--- config.mk ---
export PLATFORM = sky130hd
export DESIGN_NAME = way_alloc_mapper
export DESIGN_NICKNAME = d
export VERILOG_FILES = /design/src/rtl/wam_pkg.sv /design/src/rtl/wam_ctrl.sv /design/src/rtl/wam_datapath.sv /design/src/rtl/way_alloc_mapper.sv
export SDC_FILE = /design/constraint.sdc
export NUM_CORES = 1
export LEC_CHECK = 0
export BUFFER_PORTS_ARGS = -buffer_cell sky130_fd_sc_hd__buf_2
export CORE_UTILIZATION = 43
export DETAILED_ROUTE_END_ITERATION = 16
export PLACE_DENSITY_LB_ADDON = 0.08
export RECOVER_POWER = 25
export SYNTH_ARGS = -nofsm -noshare
export SYNTH_HDL_FRONTEND = slang
export SYNTH_SLANG_ARGS = --single-unit
--- constraint.sdc ---
create_clock -name clk -period 3.99 [get_ports clk]
set_input_delay 0.399 -clock clk [delete_from_list [all_inputs] [get_ports clk]]
set_output_delay 0.399 -clock clk [all_outputs]
set_load 0.005 [all_outputs]
--- src/rtl/wam_pkg.sv ---
package wam_pkg;

  typedef enum logic [1:0] {
    ST_IDLE,
    ST_RESTORE,
    ST_ALLOC,
    ST_COMMIT
  } wamState_t;

  // strobes from control to datapath
  typedef struct packed {
    logic clrAcc;       // new request accepted: clear accumulated mask
    logic evalRestore;  // restore scan step on current way
    logic evalAlloc;    // allocation scan step on current way
    logic passEnd;      // current way is the last of a pass
    logic commit;       // publish mask, bump counters, lock
    logic applyRelease; // apply release command
  } wamStrobe_t;

endpackage

--- src/rtl/wam_ctrl.sv ---
module wam_ctrl
  import wam_pkg::*;
#(
  parameter int NUM_WAYS = 8,
  parameter int REQ_W    = $clog2(NUM_WAYS + 1),
  parameter int IDX_W    = (NUM_WAYS > 1) ? $clog2(NUM_WAYS) : 1
) (
  input  logic             clk,
  input  logic             rst_n,
  input  logic             start,
  input  logic [REQ_W-1:0] reqCount,
  input  logic             restoreMode,
  input  logic             releaseEn,
  input  logic             pickFound,
  input  logic             restoreHit,
  output wamStrobe_t       strb,
  output logic [IDX_W-1:0] wayIdx,
  output logic             busy
);

  localparam logic [IDX_W-1:0] LAST_IDX = IDX_W'(NUM_WAYS - 1);

  wamState_t        state;
  logic [REQ_W-1:0] reqLeft;
  logic             isIdle;

  assign isIdle = (state == ST_IDLE);
  assign busy   = !isIdle;

  always_comb begin
    strb              = '0;
    strb.clrAcc       = isIdle && start;
    strb.applyRelease = isIdle && releaseEn;
    strb.evalRestore  = (state == ST_RESTORE);
    strb.evalAlloc    = (state == ST_ALLOC) && (reqLeft != '0);
    strb.passEnd      = (wayIdx == LAST_IDX);
    strb.commit       = (state == ST_COMMIT);
  end

  always_ff @(posedge clk) begin
    if (!rst_n) begin
      state   <= ST_IDLE;
      wayIdx  <= '0;
      reqLeft <= '0;
    end else begin
      unique case (state)
        ST_IDLE: begin
          if (start) begin
            reqLeft <= reqCount;
            wayIdx  <= '0;
            state   <= restoreMode ? ST_RESTORE : ST_ALLOC;
          end
        end
        ST_RESTORE: begin
          if (wayIdx == LAST_IDX) begin
            wayIdx <= '0;
            state  <= restoreHit ? ST_COMMIT : ST_ALLOC;
          end else begin
            wayIdx <= wayIdx + 1'b1;
          end
        end
        ST_ALLOC: begin
          if (reqLeft == '0) begin
            state <= ST_COMMIT;
          end else if (wayIdx == LAST_IDX) begin
            wayIdx <= '0;
            if (pickFound) reqLeft <= reqLeft - 1'b1;
            else           state   <= ST_COMMIT;
          end else begin
            wayIdx <= wayIdx + 1'b1;
          end
        end
        default: state <= ST_IDLE;
      endcase
    end
  end

  // an accepted start makes the block busy on the next cycle
  p_busy_after_start_r10: assert property (@(posedge clk) disable iff (!rst_n)
    (isIdle && start) |=> busy);

  // commit lasts one cycle and returns to idle
  p_commit_single_r10: assert property (@(posedge clk) disable iff (!rst_n)
    (state == ST_COMMIT) |=> (state == ST_IDLE));

  // scan index stays within the way range
  p_idx_range: assert property (@(posedge clk) disable iff (!rst_n)
    wayIdx <= LAST_IDX);

endmodule

--- src/rtl/wam_datapath.sv ---
module wam_datapath
  import wam_pkg::*;
#(
  parameter int NUM_WAYS = 8,
  parameter int CNT_W    = 4,
  parameter int IDX_W    = (NUM_WAYS > 1) ? $clog2(NUM_WAYS) : 1
) (
  input  logic                clk,
  input  logic                rst_n,
  input  wamStrobe_t          strb,
  input  logic [IDX_W-1:0]    wayIdx,
  input  logic                isPriority,
  input  logic [NUM_WAYS-1:0] savedVec,
  input  logic [NUM_WAYS-1:0] releaseVec,
  input  logic                releasePrio,
  output logic                pickFound,
  output logic                restoreHit,
  output logic [NUM_WAYS-1:0] grantVec,
  output logic                done
);

  localparam logic [CNT_W-1:0] CNT_MAX = '1;

  logic [CNT_W-1:0]    wayCnt [NUM_WAYS];
  logic [NUM_WAYS-1:0] lockVec;
  logic [NUM_WAYS-1:0] accVec;
  logic [NUM_WAYS-1:0] savedQ;
  logic                prioQ;
  logic                bestValid;
  logic [IDX_W-1:0]    bestIdx;
  logic [CNT_W-1:0]    bestCnt;

  logic                candidate;
  logic                better;
  logic                nextValid;
  logic [IDX_W-1:0]    nextIdx;
  logic                restoreBit;

  always_comb begin
    candidate  = !lockVec[wayIdx] && !accVec[wayIdx];
    better     = candidate && (!bestValid || (wayCnt[wayIdx] < bestCnt));
    nextValid  = bestValid || better;
    nextIdx    = better ? wayIdx : bestIdx;
    restoreBit = savedQ[wayIdx] && !lockVec[wayIdx];
    pickFound  = nextValid;
    restoreHit = (accVec != '0) || restoreBit;
  end

  always_ff @(posedge clk) begin
    if (!rst_n) begin
      lockVec   <= '0;
      accVec    <= '0;
      savedQ    <= '0;
      prioQ     <= 1'b0;
      bestValid <= 1'b0;
      bestIdx   <= '0;
      bestCnt   <= '0;
      grantVec  <= '0;
      done      <= 1'b0;
    end else begin
      done <= strb.commit;
      if (strb.clrAcc) begin
        accVec    <= '0;
        bestValid <= 1'b0;
        prioQ     <= isPriority;
        savedQ    <= savedVec;
      end
      if (strb.evalRestore && restoreBit) accVec[wayIdx] <= 1'b1;
      if (strb.evalAlloc) begin
        if (strb.passEnd) begin
          bestValid <= 1'b0;
          if (nextValid) accVec[nextIdx] <= 1'b1;
        end else begin
          bestValid <= nextValid;
          bestIdx   <= nextIdx;
          if (better) bestCnt <= wayCnt[wayIdx];
        end
      end
      if (strb.commit) begin
        grantVec <= accVec;
        if (prioQ) lockVec <= lockVec | accVec;
      end
      if (strb.applyRelease && releasePrio) lockVec <= lockVec & ~releaseVec;
    end
  end

  for (genvar g = 0; g < NUM_WAYS; g++) begin : gWay
    always_ff @(posedge clk) begin
      if (!rst_n) begin
        wayCnt[g] <= '0;
      end else if (strb.commit && accVec[g]) begin
        if (wayCnt[g] != CNT_MAX) wayCnt[g] <= wayCnt[g] + 1'b1;
      end else if (strb.applyRelease && releaseVec[g]) begin
        if (wayCnt[g] != '0) wayCnt[g] <= wayCnt[g] - 1'b1;
      end
    end

    // a saturated counter holds its value on a further grant
    p_cnt_saturate_r4: assert property (@(posedge clk) disable iff (!rst_n)
      (strb.commit && accVec[g] && (wayCnt[g] == CNT_MAX)) |=> (wayCnt[g] == CNT_MAX));

    // a release lowers a nonzero counter by exactly one
    p_release_dec_r9: assert property (@(posedge clk) disable iff (!rst_n)
      (strb.applyRelease && releaseVec[g] && (wayCnt[g] != '0))
        |=> (wayCnt[g] == $past(wayCnt[g]) - 1'b1));
  end

  // a published mask never contains a way locked before that commit
  p_lock_excl_r3: assert property (@(posedge clk) disable iff (!rst_n)
    done |-> ((grantVec & $past(lockVec)) == '0));

  // new locks appear only through a priority commit
  p_lock_source_r3: assert property (@(posedge clk) disable iff (!rst_n)
    !(strb.commit && prioQ) |=> ((lockVec & ~$past(lockVec)) == '0));

  // done is a single-cycle pulse
  p_done_pulse_r10: assert property (@(posedge clk) disable iff (!rst_n)
    done |=> !done);

endmodule

--- src/rtl/way_alloc_mapper.sv ---
module way_alloc_mapper
  import wam_pkg::*;
#(
  parameter int NUM_WAYS = 8,
  parameter int CNT_W    = 4,
  localparam int REQ_W   = $clog2(NUM_WAYS + 1),
  localparam int IDX_W   = (NUM_WAYS > 1) ? $clog2(NUM_WAYS) : 1
) (
  input  logic                clk,
  input  logic                rst_n,
  input  logic                start,
  input  logic [REQ_W-1:0]    reqCount,
  input  logic                isPriority,
  input  logic                restoreMode,
  input  logic [NUM_WAYS-1:0] savedVec,
  input  logic                releaseEn,
  input  logic [NUM_WAYS-1:0] releaseVec,
  input  logic                releasePrio,
  output logic [NUM_WAYS-1:0] grantVec,
  output logic                done,
  output logic                busy
);

  wamStrobe_t       strb;
  logic [IDX_W-1:0] wayIdx;
  logic             pickFound;
  logic             restoreHit;

  wam_ctrl #(.NUM_WAYS(NUM_WAYS), .REQ_W(REQ_W), .IDX_W(IDX_W)) uCtrl (
    .clk(clk), .rst_n(rst_n), .start(start), .reqCount(reqCount),
    .restoreMode(restoreMode), .releaseEn(releaseEn),
    .pickFound(pickFound), .restoreHit(restoreHit),
    .strb(strb), .wayIdx(wayIdx), .busy(busy)
  );

  wam_datapath #(.NUM_WAYS(NUM_WAYS), .CNT_W(CNT_W), .IDX_W(IDX_W)) uData (
    .clk(clk), .rst_n(rst_n), .strb(strb), .wayIdx(wayIdx),
    .isPriority(isPriority), .savedVec(savedVec),
    .releaseVec(releaseVec), .releasePrio(releasePrio),
    .pickFound(pickFound), .restoreHit(restoreHit),
    .grantVec(grantVec), .done(done)
  );

endmodule

==> results.sh, run 1 <==
export IMPL_drtPass1Iterations=11
export IMPL_drt_iter0_markers=422
export IMPL_core_um2=11500
export IMPL_combPwrFrac_pct=31.4
export IMPL_wl_per_cell_um=18.7
export IMPL_synth_top_cells_by_count="nand2_1 (76), dfxtp_1 (54), a21oi_1 (51)"
export IMPL_wl_um=14000
export IMPL_yosysSeqAreaShare_pct=39.7
export IMPL_synth_most_common_cell="nand2_1"
export IMPL_ant_nets=0
export IMPL_finalSetupTns_ns=0
export IMPL_io_buffers=36
export IMPL_diodes=0
export IMPL_rsz0062_at_grt="no"
export IMPL_hold_path_class="in -> reg"
export IMPL_die_area_um2=12400
export IMPL_final_hold_viol_count=0
export IMPL_cts_setup_buffers=0
export IMPL_grt_antenna_before_repair=0
export IMPL_p_leak_nw=2.21
export IMPL_critPathLaunchType="register"
export IMPL_status="complete, but fails checks"
export IMPL_groute_usage_overall_pct=23.3
export IMPL_yosysTopAreaCell="dfxtp_1"
export IMPL_dieWidth_um=111
export IMPL_place_area_um2=5420
export IMPL_htree_levels=3
export IMPL_tightest_slew_ns=0.936
export IMPL_num_rows=39
export IMPL_relSlewSlack_pct=37.6
export IMPL_critPathCaptureType="register"
export IMPL_postCtsHoldBufs=0
export IMPL_syn_area_um2=5140
export IMPL_critPathKind="reg -> reg"
export IMPL_period_minus_slack_ns=3.21
export IMPL_cts_resized=0
export IMPL_clock_path_buffers=2
export IMPL_yosys_area_top_type_share_pct=21.0
export IMPL_synth_ff_latch_count=86
export IMPL_clkSlewWorstSetupHoldPaths_ns=0.07
export IMPL_post_place_ws_ns=0.791
export IMPL_fin_worst_skew_ns=0.0157
export IMPL_critPathMaxFanout=8
export IMPL_start_util_pct=44.7
export IMPL_power_density_nw_per_um2=537
export IMPL_grt_pass1_wl_um=22800
export IMPL_drc=2
export IMPL_min_period_over_period_pct=80.5
export IMPL_synthCells=572
export IMPL_arrival_ns=3.48
export IMPL_area_delta_synth_final_pct=11.5
export IMPL_intPower_mw=1.98
export IMPL_grt_max_degree=43
export IMPL_clkPwrFrac_pct=29.0
export IMPL_drv_cap=0
export IMPL_crit_required_ns=4.26
export IMPL_holdWs_ns=0.263
export IMPL_cts_tree="yes"
export IMPL_synthArstFlopShare_pct=0
export IMPL_routabilityCongestion=0.868
export IMPL_ir_drop_mv=0.282
export IMPL_clockRootBuffer="clkbuf_16"
export IMPL_synth_ff_type="dfxtp_1"
export IMPL_cts_buffers=9
export IMPL_seq_power_share_pct=39.6
export IMPL_die_h_um=111
export IMPL_violations="design-rule violations"
export IMPL_nets=654
export IMPL_overflow=0
export IMPL_synth_edf_count=32
export IMPL_swShare_pct=35.9
export IMPL_max_freq_mhz=311
export IMPL_grt_pass1_vias=4384
export IMPL_maxSlewViolCount=0
export IMPL_clkLatencyLatePin_ns=0.35
export IMPL_synth_nets=626
export IMPL_fin_ws_ns=0.780
export IMPL_viasPerCell=6.18
export IMPL_yosysWarnings=0
export IMPL_vias=4622
export IMPL_p_switching_mw=1.11
export IMPL_clock_sinks=86
export IMPL_avgSynthCellArea_um2=8.99
export IMPL_p_total_mw=3.08
export IMPL_ioPinCount=37
export IMPL_dp_hpwl_um=10300
export IMPL_post_route_cell_area_um2=5740
export IMPL_yosysUniqueCellTypes=63
export IMPL_synth_area_leaders="dfxtp_1 (21%), edfxtp_1 (19%), ha_1 (6.3%)"
export IMPL_drive_gt1_share_pct=11.6
export IMPL_setup_violations_final=0
==> power by group through the flow <==
stage | Combinational (mW) | Clock, mW | Sequential (mW)
floorplan | 0.787 | 0 | 1.14
finish | 0.969 | 0.894 | 1.22
global placement | 0.937 | 0 | 1.23
detailed placement | 0.957 | 0 | 1.23
CTS | 0.963 | 0.908 | 1.21
global route | 1.07 | 0.946 | 1.24
==> stage by stage <==
stage / instances / utilization (%)
after global placement: 732 / 47.1
final: 748 / 49.8
after global routing: 748 / 49.8
after detailed placement: 732 / 47.1
after CTS: 748 / 49.9
after floorplan: 572 / -
==> sequential cells by signal, summed over array words and instances, names as in the netlist, named ones only <==
name / count
uCtrl.state: 2
uData.done: 1
uCtrl.reqLeft: 4
uData.bestIdx: 3
uData.grantVec: 8
uData.wayCnt: 32
uData.lockVec: 8
uData.savedQ: 8
uCtrl.wayIdx: 3
uData.accVec: 8
uData.bestValid: 1
uData.bestCnt: 4
uData.prioQ: 1
==> critical path: stages, from the launching register on <==
cell       delay [ns]
dfxtp_1          0.56
mux4_2           0.55
mux2_2           0.29
ha_1             0.32
a2111oi_0        0.41
o2bb2ai_1        0.24
o211a_1          0.34
nand3_1          0.19
o211ai_1         0.24
==> layer usage <==
metal	global-route usage (%)	vias up	routed length [um]
met2	35.2	200	6150
met5	0	-	0
met4	8.29	0	220
met1	33.9	2206	6650
met3	3.65	22	965
li1	-	2194	-
==> final cells by class <==
cell class | count | area (um2)
sequential | 86 | 2040
tap | 143 | 179
multi-input combinational | 415 | 2810
clock buffer | 14 | 307
timing repair buffer | 40 | 204
clock inverter | 2 | 15.0
inverter | 48 | 180
fill | 1110 | 5780
==> cells by family after synthesis <==
group           Yosys count  share of synthesized area (%)
simple gates            201                           19.1
compound gates          162                           21.7
flops                    86                           39.7
buf+inv                  71                           5.67
fa+ha+maj                27                           6.71
mux                      23                           6.74
xor+xnor                  2                          0.341
==> placed cells by master (no fill, tap or decap), types with 9 or more instances in the layout <==
cell / netlist / final
nand2_1: 76 / 76
dfxtp_1: 54 / 54
a21oi_1: 51 / 51
inv_1: 47 / 47
buf_2: 2 / 34
edfxtp_1: 32 / 32
nor2_1: 26 / 26
ha_1: 26 / 26
and3_1: 16 / 16
nand3_1: 16 / 16
o21ai_0: 15 / 15
nand4_1: 14 / 14
nor3_1: 14 / 14
o211ai_1: 14 / 14
nor2b_1: 12 / 12
mux2i_1: 11 / 11
clkbuf_16: 0 / 11
a22oi_1: 10 / 10
mux4_2: 9 / 9
nand2b_1: 9 / 9
a211oi_1: 9 / 9
==> worst paths after layout <==
kind / end / slack [ns] / cells past startpoint / from
setup / recovery: uData.accVec[7] / 0.78 / 8 / register
hold / removal: uData.lockVec[4] / 0.26 / 2 / releaseVec[4]
setup reg to reg: uData.accVec[7] / 0.78 / 8 / register
hold reg to reg: uData.prioQ / 0.46 / 2 / uData.prioQ
Power figures use the tool's default switching activity.
==> run 2, diff against run 1 <==
--- a/config.mk
+++ b/config.mk
@@ -5,6 +5,7 @@
 export SDC_FILE = /design/constraint.sdc
 export NUM_CORES = 1
 export LEC_CHECK = 0
+export ABC_AREA = 1
 export BUFFER_PORTS_ARGS = -buffer_cell sky130_fd_sc_hd__buf_2
 export CORE_UTILIZATION = 43
 export DETAILED_ROUTE_END_ITERATION = 16
==> constraint.sdc (replaced) <==
create_clock -name clk -period 2.61 [get_ports clk]
set_input_delay 0.261 -clock clk [delete_from_list [all_inputs] [get_ports clk]]
set_output_delay 0.261 -clock clk [all_outputs]
set_load 0.005 [all_outputs]
==> run 2 against run 1 <==
Against the previous run:
- the flow still finishes with violations (design-rule violations)
- power increased by 63%
- worst setup slack got worse by 0.55 ns
- clock skew decreased by 0.0074 ns
- synthesized cell count increased by 16%
- global-route usage decreased by 0.39 points
- register-to-register slack got worse by 0.55 ns
==> results.sh, run 2 <==
export IMPL_drc=2
export IMPL_status="complete, but fails checks"
export IMPL_wl_per_cell_um=16.0
export IMPL_post_place_ws_ns=0.129
export IMPL_crit_required_ns=2.70
export IMPL_ioPinCount=37
export IMPL_setup_violations_final=0
export IMPL_groute_usage_overall_pct=22.9
export IMPL_dp_hpwl_um=10300
export IMPL_syn_area_um2=5160
export IMPL_routabilityCongestion=0.946
export IMPL_overflow=0
export IMPL_synthArstFlopShare_pct=0
export IMPL_largest_register_ffs=32
export IMPL_synth_edf_count=32
export IMPL_synth_simple_gate_area_share_pct=22.0
export IMPL_synth_top_family_by_area="simple AND/OR/NAND/NOR gates"
export IMPL_core_um2=11600
export IMPL_reg2reg_depth=12
export IMPL_clkSlewWorstSetupHoldPaths_ns=0.06
export IMPL_final_hold_viol_count=0
export IMPL_num_rows=39
export IMPL_start_util_pct=44.6
export IMPL_synth_ff_type="dfxtp_1"
export IMPL_vias=4679
export IMPL_grt_antenna_before_repair=0
export IMPL_fin_worst_skew_ns=0.00832
export IMPL_synth_most_common_cell="nand2_1"
export IMPL_wl_um=13700
export IMPL_nets=762
export IMPL_yosysUniqueCellTypes=42
export IMPL_yosysWarnings=0
export IMPL_viasPerCell=5.47
export IMPL_yosysTopAreaCell="dfxtp_1"
export IMPL_synth_mux_area_share_pct=0
export IMPL_diodes=0
export IMPL_nFillCells=1139
export IMPL_combPwrFrac_pct=40.0
export IMPL_die_h_um=112
export IMPL_clkLatencyLatePin_ns=0.35
export IMPL_io_buffers=36
export IMPL_tightest_slew_ns=0.549
export IMPL_cts_tree="yes"
export IMPL_ir_drop_mv=0.396
export IMPL_min_period_over_period_pct=91.2
export IMPL_max_freq_mhz=420
export IMPL_synth_top_cells_by_count="nand2_1 (108), inv_1 (89), a21oi_1 (57)"
export IMPL_ant_nets=0
export IMPL_seq_power_share_pct=36.1
export IMPL_avgSynthCellArea_um2=7.79
export IMPL_p_total_mw=5.01
export IMPL_clock_sinks=86
export IMPL_clockRootBuffer="clkbuf_16"
export IMPL_grt_pass1_wl_um=22300
export IMPL_holdWs_ns=0.150
export IMPL_wl_met1_um=6350
export IMPL_synth_compound_area_share_pct=18.4
export IMPL_wl_met2_um=6550
export IMPL_area_delta_synth_final_pct=13.8
export IMPL_dieWidth_um=112
export IMPL_relSlewSlack_pct=63.4
export IMPL_synthXorXnorAreaFrac_pct=4.76
export IMPL_swShare_pct=40.8
export IMPL_fin_util_pct=50.7
export IMPL_synthCells=662
export IMPL_violations="design-rule violations"
export IMPL_p_leak_nw=2.43
export IMPL_final_cell_mix="nand2_1 (107), inv_1 (89), a21oi_1 (55), nor2_1 (54), dfxtp_1 (53)"
export IMPL_grt_pass1_vias=4454
export IMPL_synth_adder_area_share_pct=6.70
export IMPL_cts_buffers=9
export IMPL_power_density_nw_per_um2=855
export IMPL_yosysSeqAreaShare_pct=39.6
export IMPL_synth_ff_latch_count=86
export IMPL_synth_nets=716
export IMPL_critPathLaunchType="register"
export IMPL_grt_max_degree=43
export IMPL_place_inst=839
export IMPL_worstHoldPathCells=2
export IMPL_critPathCaptureType="register"
export IMPL_intPower_mw=2.97
export IMPL_drt_iter0_markers=290
export IMPL_arrival_ns=2.47
export IMPL_fin_ws_ns=0.231
export IMPL_routed_wl_met3_um=522
export IMPL_yosys_area_top_type_share_pct=21.0
export IMPL_clock_path_buffers=2
export IMPL_critPathKind="reg -> reg"
export IMPL_drtPass1Iterations=12
export IMPL_die_area_um2=12400
export IMPL_period_minus_slack_ns=2.38
export IMPL_critPathMaxFanout=4
export IMPL_route_top_layer_used="met4"
export IMPL_worstSetupStartpoint="uCtrl.state[1]"
export IMPL_drv_cap=0
export IMPL_hold_path_class="in -> reg"
export IMPL_drive_gt1_share_pct=14.9
export IMPL_instances_no_fill=856
export IMPL_synth_area_leaders="dfxtp_1 (21%), edfxtp_1 (19%), nand2_1 (7.9%)"
export IMPL_worstHoldStart="releaseVec[5]"
export IMPL_p_switching_mw=2.05
export IMPL_max_flop_register="uData.wayCnt"
export IMPL_layout_commonest_cell="nand2_1"
export IMPL_clkPwrFrac_pct=23.9
export IMPL_r2r_start="uCtrl.state[1]"
export IMPL_htree_levels=3
export IMPL_maxSlewViolCount=0
==> run 2: changes by cell type after synthesis, moves of 11 or more <==
cell,change
and3_1,-16
nand2_1,+32
mux2i_1,-11
nor2b_1,-12
inv_1,+42
xor2_1,+16
o211ai_1,-12
o21ai_0,+34
nand3_1,+34
nor2_1,+29
==> run 2: final timing paths <==
path	end	slack [ns]
min	uData.lockVec[5]	0.15
max reg2reg	uData.wayCnt[4][3]	0.23
min reg2reg	uData.savedQ[2]	0.46
max	uData.wayCnt[4][3]	0.23
==> run 2: worst max-delay path: stages (launching register included) <==
cell and delay [ns]:
dfxtp_1 0.33, inv_1 0.10, ha_1 0.23, nand2_1 0.09
nor2_2 0.10, inv_1 0.05, nor4_1 0.25, buf_4 0.18
ha_1 0.26, a21oi_1 0.16, nand2_1 0.09, xnor2_1 0.19
o21ai_0 0.10
==> run 2: kinds of logic after synthesis <==
kind of cell,count (synthesis)
AO/OA/AOI/OAI,156
flip-flops,86
adder cells (fa/ha/maj),27
XOR/XNOR,28
buffers and inverters,116
AND/OR/NAND/NOR,249
==> run 2: through the flow <==
stage	TNS (ns)	area (um2)
detailed placement	0	5560
global placement	0	5560
floorplan	0	5160
finish	0	5870
global route	-0.0814	5870
CTS	0	5830
==> run 2: cell type report <==
| class | instances | area [um2] | area share [%] |
|---|---|---|---|
| repair buffers | 53 | 295 | 5.03 |
| inverters | 98 | 370 | 6.31 |
| multi-input cells | 460 | 2710 | 46.2 |
| clock inverters | 7 | 41.3 | 0.704 |
| flip-flops and latches | 86 | 2040 | 34.8 |
| well taps | 143 | 179 | 3.05 |
| clock buffers | 9 | 225 | 3.84 |
==> run 2: power by group through the flow <==
stage | clock network [mW] | registers, mW | logic [mW]
final | 1.20 | 1.81 | 2.00
after global routing | 1.27 | 1.83 | 2.25
after CTS | 1.21 | 1.80 | 1.93
after detailed placement | 0 | 1.83 | 1.92
after global placement | 0 | 1.82 | 1.88
after floorplan | 0 | 1.76 | 1.45
==> run 2: what timing repair did <==
item / 4_1_cts / 5_1_grt
setup endpoints to repair: 0 / 15
hold endpoints to repair: 0 / 0
gates resized for setup: 0 / 11
setup buffers: 0 / 1
hold buffers: 0 / 0
==> run 2: routing by layer <==
layer | GRT usage [%] | up-vias
met5 | 0 | -
met4 | 8.38 | 0
met3 | 4.03 | 23
met2 | 38.5 | 122
met1 | 29.5 | 2191
li1 | - | 2343
